File: config.mk
export PLATFORM = sky130hd
export DESIGN_NAME = codec_pwrup_seq
export DESIGN_NICKNAME = d
export VERILOG_FILES = /design/src/rtl/codec_pwrup_pkg.sv /design/src/rtl/codec_lrck_edge.sv /design/src/rtl/codec_evt_timer.sv /design/src/rtl/codec_cfg_rom.sv /design/src/rtl/codec_pwrup_seq.sv
export SDC_FILE = /design/constraint.sdc
export NUM_CORES = 1
export LEC_CHECK = 0
export BUFFER_PORTS_ARGS = -buffer_cell sky130_fd_sc_hd__buf_2
export CAP_MARGIN = 5
export CORE_MARGIN = 1
export CORE_UTILIZATION = 55
export DETAILED_ROUTE_END_ITERATION = 8
export PLACE_DENSITY = 0.79
export SYNTH_ARGS = -nofsm -noshare
export SYNTH_HDL_FRONTEND = slang
export SYNTH_SLANG_ARGS = --single-unit
File: constraint.sdc
create_clock -name clk_i -period 4.4 [get_ports clk_i]
set_input_delay 0.22 -clock clk_i [delete_from_list [all_inputs] [get_ports clk_i]]
set_output_delay 0.22 -clock clk_i [all_outputs]
set_load 0.02 [all_outputs]
File: src/rtl/codec_pwrup_pkg.sv
package codec_pwrup_pkg;

  typedef enum logic [3:0] {
    ST_RESET,
    ST_SETTLE,
    ST_PDN_SET,
    ST_CFG,
    ST_MUTE,
    ST_PDN_CLR,
    ST_INIT_WAIT,
    ST_UNMUTE_WAIT,
    ST_UNMUTE,
    ST_READY
  } seq_state_e;

  // configuration table content, computed rather than listed
  function automatic logic [7:0] cfg_value(int unsigned idx);
    int unsigned v;
    v = (idx * 29) ^ 32'd165;
    return v[7:0];
  endfunction

endpackage

File: src/rtl/codec_lrck_edge.sv
module codec_lrck_edge (
  input  logic clk_i,
  input  logic rst_ni,
  input  logic lrck_i,
  output logic rise_o
);
  logic [1:0] sync_q;
  logic       prev_q;

  always_ff @(posedge clk_i or negedge rst_ni) begin
    if (!rst_ni) begin
      sync_q <= '0;
      prev_q <= 1'b0;
    end else begin
      sync_q <= {sync_q[0], lrck_i};
      prev_q <= sync_q[1];
    end
  end

  assign rise_o = sync_q[1] & ~prev_q;

  // an edge is reported for one cycle only
  p_rise_single_r6: assert property (@(posedge clk_i) disable iff (!rst_ni)
    rise_o |=> !rise_o);

endmodule

File: src/rtl/codec_evt_timer.sv
module codec_evt_timer #(
  parameter int CNT_W = 9
) (
  input  logic             clk_i,
  input  logic             rst_ni,
  input  logic             en_i,
  input  logic             evt_i,
  input  logic [CNT_W-1:0] limit_i,
  output logic             hit_o
);
  logic [CNT_W-1:0] cnt_q;

  assign hit_o = en_i && evt_i && (cnt_q == limit_i - CNT_W'(1));

  always_ff @(posedge clk_i or negedge rst_ni) begin
    if (!rst_ni)                cnt_q <= '0;
    else if (!en_i || hit_o)    cnt_q <= '0;
    else if (evt_i)             cnt_q <= cnt_q + CNT_W'(1);
  end

  // counter never passes the active limit
  p_cnt_in_range_r6: assert property (@(posedge clk_i) disable iff (!rst_ni)
    en_i |-> (cnt_q < limit_i));

endmodule

File: src/rtl/codec_cfg_rom.sv
module codec_cfg_rom
  import codec_pwrup_pkg::*;
#(
  parameter int ADDR_W   = 8,
  parameter int DATA_W   = 8,
  parameter int CFG_N    = 4,
  parameter int CFG_BASE = 6,
  parameter int IDX_W    = 2
) (
  input  logic [IDX_W-1:0]  idx_i,
  output logic [ADDR_W-1:0] addr_o,
  output logic [DATA_W-1:0] data_o
);
  logic [ADDR_W-1:0] tbl_addr [CFG_N];
  logic [DATA_W-1:0] tbl_data [CFG_N];

  for (genvar g = 0; g < CFG_N; g++) begin : g_ent
    assign tbl_addr[g] = ADDR_W'(CFG_BASE + g);
    assign tbl_data[g] = DATA_W'(cfg_value(g));
  end

  assign addr_o = tbl_addr[idx_i];
  assign data_o = tbl_data[idx_i];

endmodule

File: src/rtl/codec_pwrup_seq.sv
module codec_pwrup_seq
  import codec_pwrup_pkg::*;
#(
  parameter int ADDR_W      = 8,
  parameter int DATA_W      = 8,
  parameter int CFG_N       = 4,
  parameter int CFG_BASE    = 6,
  parameter int PDN_ADDR    = 2,
  parameter int MUTE_ADDR   = 5,
  parameter int MUTE_VAL    = 255,
  parameter int UNMUTE_VAL  = 0,
  parameter int SETTLE_MS   = 400,
  parameter int INIT_LRCK   = 2000,
  parameter int UNMUTE_LRCK = 90
) (
  input  logic              clk_i,
  input  logic              rst_ni,
  input  logic              pwr_good_i,
  input  logic              brownout_i,
  input  logic              lrck_i,
  input  logic              ms_tick_i,
  output logic              codec_rst_n_o,
  output logic [ADDR_W-1:0] wr_addr_o,
  output logic [DATA_W-1:0] wr_data_o,
  output logic              wr_valid_o,
  input  logic              wr_ready_i,
  output logic              ready_o,
  output logic              busy_o
);
  localparam int MAX_A    = (SETTLE_MS > INIT_LRCK) ? SETTLE_MS : INIT_LRCK;
  localparam int MAX_WAIT = (MAX_A > UNMUTE_LRCK) ? MAX_A : UNMUTE_LRCK;
  localparam int CNT_W    = $clog2(MAX_WAIT + 1);
  localparam int IDX_W    = (CFG_N > 1) ? $clog2(CFG_N) : 1;

  seq_state_e        state_q, state_d;
  logic [IDX_W-1:0]  idx_q, idx_d;
  logic              fault, lrck_rise, tmr_en, tmr_evt, tmr_hit, hs;
  logic [CNT_W-1:0]  tmr_limit;
  logic [ADDR_W-1:0] cfg_addr;
  logic [DATA_W-1:0] cfg_data;

  assign fault = brownout_i | ~pwr_good_i;
  assign hs    = wr_valid_o & wr_ready_i;

  codec_lrck_edge u_lrck (
    .clk_i  (clk_i),
    .rst_ni (rst_ni),
    .lrck_i (lrck_i),
    .rise_o (lrck_rise)
  );

  // one counter serves the settle, init and guard waits
  assign tmr_en  = (state_q == ST_SETTLE) || (state_q == ST_INIT_WAIT) ||
                   (state_q == ST_UNMUTE_WAIT);
  assign tmr_evt = (state_q == ST_SETTLE) ? ms_tick_i : lrck_rise;

  always_comb begin
    case (state_q)
      ST_SETTLE:    tmr_limit = CNT_W'(SETTLE_MS);
      ST_INIT_WAIT: tmr_limit = CNT_W'(INIT_LRCK);
      default:      tmr_limit = CNT_W'(UNMUTE_LRCK);
    endcase
  end

  codec_evt_timer #(.CNT_W(CNT_W)) u_tmr (
    .clk_i   (clk_i),
    .rst_ni  (rst_ni),
    .en_i    (tmr_en),
    .evt_i   (tmr_evt),
    .limit_i (tmr_limit),
    .hit_o   (tmr_hit)
  );

  codec_cfg_rom #(
    .ADDR_W   (ADDR_W),
    .DATA_W   (DATA_W),
    .CFG_N    (CFG_N),
    .CFG_BASE (CFG_BASE),
    .IDX_W    (IDX_W)
  ) u_rom (
    .idx_i  (idx_q),
    .addr_o (cfg_addr),
    .data_o (cfg_data)
  );

  always_comb begin
    state_d = state_q;
    idx_d   = idx_q;
    if (fault) begin
      state_d = ST_RESET;
      idx_d   = '0;
    end else begin
      case (state_q)
        ST_RESET:       state_d = ST_SETTLE;
        ST_SETTLE:      if (tmr_hit) state_d = ST_PDN_SET;
        ST_PDN_SET:     if (hs) state_d = ST_CFG;
        ST_CFG: begin
          if (hs) begin
            if (idx_q == IDX_W'(CFG_N - 1)) begin
              state_d = ST_MUTE;
              idx_d   = '0;
            end else begin
              idx_d = idx_q + IDX_W'(1);
            end
          end
        end
        ST_MUTE:        if (hs) state_d = ST_PDN_CLR;
        ST_PDN_CLR:     if (hs) state_d = ST_INIT_WAIT;
        ST_INIT_WAIT:   if (tmr_hit) state_d = ST_UNMUTE_WAIT;
        ST_UNMUTE_WAIT: if (tmr_hit) state_d = ST_UNMUTE;
        ST_UNMUTE:      if (hs) state_d = ST_READY;
        default:        state_d = state_q;
      endcase
    end
  end

  always_ff @(posedge clk_i or negedge rst_ni) begin
    if (!rst_ni) begin
      state_q <= ST_RESET;
      idx_q   <= '0;
    end else begin
      state_q <= state_d;
      idx_q   <= idx_d;
    end
  end

  always_comb begin
    wr_valid_o = 1'b1;
    wr_addr_o  = '0;
    wr_data_o  = '0;
    case (state_q)
      ST_PDN_SET: begin
        wr_addr_o = ADDR_W'(PDN_ADDR);
        wr_data_o = DATA_W'(1);
      end
      ST_CFG: begin
        wr_addr_o = cfg_addr;
        wr_data_o = cfg_data;
      end
      ST_MUTE: begin
        wr_addr_o = ADDR_W'(MUTE_ADDR);
        wr_data_o = DATA_W'(MUTE_VAL);
      end
      ST_PDN_CLR: begin
        wr_addr_o = ADDR_W'(PDN_ADDR);
        wr_data_o = '0;
      end
      ST_UNMUTE: begin
        wr_addr_o = ADDR_W'(MUTE_ADDR);
        wr_data_o = DATA_W'(UNMUTE_VAL);
      end
      default: wr_valid_o = 1'b0;
    endcase
  end

  assign codec_rst_n_o = (state_q != ST_RESET);
  assign ready_o       = (state_q == ST_READY);
  assign busy_o        = (state_q != ST_RESET) && (state_q != ST_READY);

  p_supply_hold_r1: assert property (@(posedge clk_i) disable iff (!rst_ni)
    !pwr_good_i |=> !codec_rst_n_o);

  p_fault_clears_r9: assert property (@(posedge clk_i) disable iff (!rst_ni)
    fault |=> (!codec_rst_n_o && !ready_o && !wr_valid_o));

  p_req_stable_r8: assert property (@(posedge clk_i) disable iff (!rst_ni)
    (wr_valid_o && !wr_ready_i && !fault) |=>
      (wr_valid_o && $stable(wr_addr_o) && $stable(wr_data_o)));

  p_ready_cause_r7: assert property (@(posedge clk_i) disable iff (!rst_ni)
    $rose(ready_o) |-> $past(hs && wr_addr_o == ADDR_W'(MUTE_ADDR) &&
                             wr_data_o == DATA_W'(UNMUTE_VAL)));

  p_no_req_in_reset_r1: assert property (@(posedge clk_i) disable iff (!rst_ni)
    !codec_rst_n_o |-> !wr_valid_o);

endmodule

# == Word level (Yosys, flattened, before mapping) ==
# Index checks and enable logic that the tools add are counted.
# totals
wordCells,82
out_inout_bits,20
register_bits,20
# classes
reduce_logical,18
add_sub_neg,3
eq_ne,21
bitwise_logic,6
mux,28
n_lt_le_gt_ge,1
# ops
op,count
8-bit case mux with 3 select lines,2
4-bit 2-to-1 mux,10
4-bit case mux with 9 select lines,1
8-bit binary-select mux with 2-bit select,2
8-bit 2-to-1 mux,4
11-bit 2-to-1 mux,2
11-bit case mux with 2 select lines,1
"3-bit inequality test, second input constant",6
"4-bit by 3-bit equality test with 1-bit output, second input constant",4
"11-bit by 1-bit adder with 11-bit output, second input constant",1
11-bit equality test,1
"11-bit by 1-bit subtractor with 11-bit output, second input constant",1
10-bit AND reduction,1
10-bit nonzero test,1
"3-bit by 2-bit inequality test with 1-bit output, second input constant",3
"4-bit by 2-bit equality test with 1-bit output, second input constant",2
"4-bit equality test, second input constant",2
2-bit 2-to-1 mux,4
2-bit nonzero test,3
5-bit OR reduction,1
"4-bit by 1-bit equality test with 1-bit output, second input constant",1
4-bit logical NOT,1
"4-bit inequality test, second input constant",1
4-bit nonzero test,1
other kinds (13),21

# == Longest topological paths before layout ==
# logic_depth
depth_word,8
ltp_mapped,7
mapped_depth_nobuf,6

# == Cells and area by module ==
# Synthesis repeated with hierarchy kept, for this count alone.
# hier_totals
hier_cells,237
hier_area_um2,1924.3
# by_module_without_submodules
mod,area_per_inst_um2,instances,cells_each
codec_evt_timer,923.4,1,108
codec_pwrup_seq,745.7,1,103
codec_cfg_rom,166.4,1,22
codec_lrck_edge,88.8,1,4

# == Worst setup path before layout ==
# Ideal clock, no wire load.
# synth_path
path_kind,register to output
startpoint,register state_q[0]
endpoint,output port wr_data_o[0]
n_path_buf,1
t_arrival_ns,1.771
path_slack_ns,2.409
path_stages_with_launch,6
cell_sequence,dfrtp_1 -> buf_1 -> nor2_1 -> nand2_1 -> a21oi_1 -> a31o_2
# synth_between
elab_chain_cells,2
word_cells_on_any_way,4
cone_classes,eq/ne: 3; mux: 1
# synth_lines
item,line_no,text
"start, declared",codec_pwrup_seq.sv:35,"seq_state_e state_q, state_d;"
"start signal, assigned",codec_pwrup_seq.sv:122,state_q <= state_d;
4-bit by 3-bit equality test with 1-bit output or 4-bit by 2-bit equality test with 1-bit output (tied branches),codec_pwrup_seq.sv:131,case (state_q)
8-bit case mux with 3 select lines *,codec_pwrup_seq.sv:131,
"end, declared",codec_pwrup_seq.sv:24,"output logic [DATA_W-1:0] wr_data_o,"
# Every way passes the cells marked *; elsewhere a longest branch is shown, timed or not.

# == Worst setup path in the final report ==
# layout_path
startpoint,register state_q[3]
endpoint,register u_tmr.cnt_q[10]
# layout_between
elab_chain_cells,7
word_cells_on_any_way,15
cone_classes,add/sub: 1; eq/ne: 4; mux: 3; reduce/logical: 7
# layout_lines
item,line_no,text
4-bit by 3-bit equality test with 1-bit output or 4-bit by 1-bit equality test with 1-bit output (tied branches),"codec_pwrup_seq.sv:53, codec_pwrup_seq.sv:58, codec_pwrup_seq.sv:55",
11-bit case mux with 2 select lines or 1-bit logical OR (tied branches),"codec_pwrup_seq.sv:58, codec_pwrup_seq.sv:53",
11-bit by 1-bit subtractor with 11-bit output or 1-bit logical OR (tied branches),"codec_evt_timer.sv:13, codec_pwrup_seq.sv:53",
11-bit equality test or 1-bit logical AND (tied branches),codec_evt_timer.sv:13,assign hit_o = en_i && evt_i && (cnt_q == limit_i - CNT_W'(1));
1-bit logical AND,codec_evt_timer.sv:13,
1-bit logical OR,codec_evt_timer.sv:17,else if (!en_i || hit_o) cnt_q <= '0;
11-bit 2-to-1 mux or 2-bit nonzero test (tied branches),-,
"end signal, assigned",codec_evt_timer.sv:18,else if (evt_i) cnt_q <= cnt_q + CNT_W'(1);
"end, declared",codec_evt_timer.sv:11,logic [CNT_W-1:0] cnt_q;
# Parallel ways exist; a longest one is shown, timed or not.
# A chain may end at the register's enable or synchronous reset.

==> impl_metrics.json <==
{
  "power.density_nw_per_um2": 242.4,
  "clock_path_buffers": 2,
  "synth_area_sq_um": 1453,
  "vias": 1255,
  "portBuffers": 22,
  "final_max_slew_viol_count": 0,
  "finalSetupTns_ns": 0,
  "worstPathCellList": "or4b_4 -> mux2i_1 -> a2111oi_0 -> xnor2_1 -> nor2_1",
  "grt_max_degree": 29,
  "dp_hpwl_um": 2107,
  "setup-violations-final": 0,
  "grt_pass1_wl_um": 4581,
  "synthTopCellsByArea": "dfrtp_1 (34%), nand2_1 (4.9%), nor2_1 (4.9%)",
  "synth_cell_types": 45,
  "row_count": 18,
  "grt_usage_pct": 22.19,
  "cts.sink_count": 20,
  "antenna_found_initial": 0,
  "cts.htree.levels": 1,
  "worstPathRequired_ns": 4.58,
  "yosysTopAreaCell": "dfrtp_1",
  "die_area_sq_um": 2850,
  "max_freq_ghz": 0.3684,
  "routed_wl_um": 2921,
  "hold_class": "in -> reg",
  "synth-edff-count": 0,
  "place_congestion": 0.8230,
  "drive_above_1_share_pct": 17.11,
  "first_pass_iters": 4,
  "ys.flop_type": "dfrtp_1",
  "syn_to_final_growth_pct": 10.68,
  "drc": 0,
  "synth_top_area_share_pct": 34.45,
  "ys_seq_area_share_pct": 34.45,
  "yosys_warnings": 0,
  "path_depth": 5,
  "antenna_left": 0,
  "clkTransAtPathRegs_ns": 0.12,
  "slew_headroom_pct": 40.66,
  "ys_ff_latch": 20,
  "max_stage_delay_ns": 0.69,
  "grt.overflow.total": 0,
  "antenna_cells": 0,
  "syn_avg_cell_area_sq_um": 8.596,
  "min_period_over_period_pct": 61.70,
  "core_sq_um": 2477,
  "async_flop_share_pct": 100.0,
  "first_global_vias": 1060,
  "tightest_slew_ns": 0.8654,
  "root_buffer": "clkbuf_4",
  "critical-path-top-delay-family": "simple AND/OR/NAND/NOR gates",
  "grt_setup_unrepaired": "false",
  "crit_arrival_ns": 2.90,
  "worst_slack_ns": 1.685,
  "startpoint_type": "register",
  "skew_ns": 0.01173,
  "io_pins": 27,
  "die_h_um": 53.39,
  "whs_path_depth": 3,
  "cts_tree": "built",
  "reg2reg_depth": 5,
  "worstPathMaxFanout": 28,
  "start_util_pct": 58.64,
  "critPathCaptureType": "register",
  "finalHoldViolations": 0,
  "ir_drop_mv": 0.2744,
  "status": "finished, final reports clean",
  "min_period_ns": 2.715,
  "crit_type": "reg -> reg",
  "cts_buffers": 3,
  "drt_iter0_markers": 23,
  "wl_per_cell_um": 13.46,
  "drv_cap": 0,
  "insertion_delay_ns": 0.31,
  "synthCells": 169,
  "pre_cts_ws_ns": 1.802,
  "via_per_inst": 5.783,
  "critPathBufInv": 0,
  "die_x_um": 53.39,
  "critPathSlowestCell": "mux2i_1",
  "post_cts_buffers": 0,
  "leakagePower_nw": 0.7340,
  "fin_nets": 200
}
==> cells by family (layout without fill, tap and decap cells) <==
group,count (synthesis),after routing,share of synthesized area (%)
xor+xnor,10,10,6.030
fa+ha+maj,5,5,4.307
buf+inv,17,32,6.288
other cells,1,4,0.2582
simple gates,77,77,28.77
compound gates,34,34,16.45
mux,5,5,3.445
flops,20,20,34.45
==> report_power, final <==
part | leakage (nW) | switching, W | total, W | internal, W
clock | 0.0279 | 0.0000572 | 0.000149 | 0.0000922
combinational | 0.435 | 0.0000315 | 0.0000488 | 0.0000173
sequential | 0.271 | 0.00000502 | 0.000192 | 0.000187
total | 0.734 | 0.0000937 | 0.000390 | 0.000296
==> worst reg2reg max path: cells and delay by family, from the launching register on <==
kind / cells / cell delay, ns
simple gates: 2 / 0.71
mux: 1 / 0.69
flops: 1 / 0.68
compound gates: 1 / 0.29
xor+xnor: 1 / 0.22
==> layout by cell type (no fill, tap or decap), types with 4 or more instances in the layout <==
cell type  count
nor2b_1        5
nor2_1        19
a21oi_1       14
buf_2         22
mux2i_1        5
nand2_1       19
inv_1          4
dfrtp_1       20
nand3b_1       4
ha_1           5
conb_1         4
xnor2_1        7
==> synthesized netlist by cell type, types with 3 or more instances <==
| cell type | count |
|---|---|
| buf_2 | 4 |
| nor3b_1 | 3 |
| nand3_1 | 3 |
| mux2i_1 | 5 |
| nor3_1 | 3 |
| inv_1 | 4 |
| nor4_1 | 3 |
| buf_4 | 4 |
| nand2_1 | 19 |
| a21oi_1 | 14 |
| xnor2_1 | 7 |
| nor2b_1 | 5 |
| nand3b_1 | 4 |
| o21ai_0 | 3 |
| nor2_1 | 19 |
| or3_1 | 3 |
| nand2b_1 | 3 |
| dfrtp_1 | 20 |
| and2_1 | 3 |
| ha_1 | 5 |
| xor2_1 | 3 |
==> worst paths after layout <==
check	startpoint	end	slack, ns
worst max-delay path	state_q[3]	u_tmr.cnt_q[10]	1.69
worst min-delay path	pwr_good_i	idx_q[0]	0.19
worst max register to register	state_q[3]	u_tmr.cnt_q[10]	1.69
worst min register to register	u_lrck.sync_q[0]	u_lrck.sync_q[1]	0.37
max in group asynchronous	rst_ni	u_tmr.cnt_q[10]	3.72
min in group asynchronous	rst_ni	u_tmr.cnt_q[0]	0.37
==> metrics by stage <==
step           cell area [sq um]  instances  util [%]  hold slack [ns]   power, W
3_5_place_dp                1535        211     61.97           0.1870  0.0002427
5_1_grt                     1608        217     64.90           0.1977  0.0004065
4_1_cts                     1608        217     64.90           0.1958  0.0003943
3_3_place_gp                1535        211     61.97           0.1768  0.0002417
2_1_floorplan               1464        172         -         -0.07559  0.0002309
6_report                    1608        217     64.90           0.1938  0.0003898
==> sequential cells by signal, summed over array words and instances, names as in the netlist <==
register	count
u_tmr.cnt_q	11
state_q	4
idx_q	2
u_lrck.sync_q	2
u_lrck.prev_q	1
==> area by class of cell <==
| cell class | instances | area (sq um) |
|---|---|---|
| flip-flops and latches | 20 | 500.5 |
| clock inverters | 1 | 30.03 |
| well taps | 30 | 37.54 |
| repair buffers | 24 | 130.1 |
| clock buffers | 3 | 22.52 |
| multi-input cells | 135 | 872.1 |
| fillers | 217 | 869.6 |
| inverters | 4 | 15.01 |
==> what timing repair did <==
item,CTS,global route
hold endpoints to repair,21,0
hold buffers,2,0
gates resized for setup,0,0
==> per-layer routing <==
| layer | GRT usage, % | routed length [um] | vias up |
|---|---|---|---|
| met5 | 0 | 0 | - |
| met4 | 9.211 | 55 | 0 |
| met3 | 2.874 | 123 | 7 |
| met2 | 39.58 | 1463 | 41 |
| met1 | 26.19 | 1279 | 576 |
| li1 | - | - | 631 |
No activity file was read; power rests on OpenSTA's default activity.
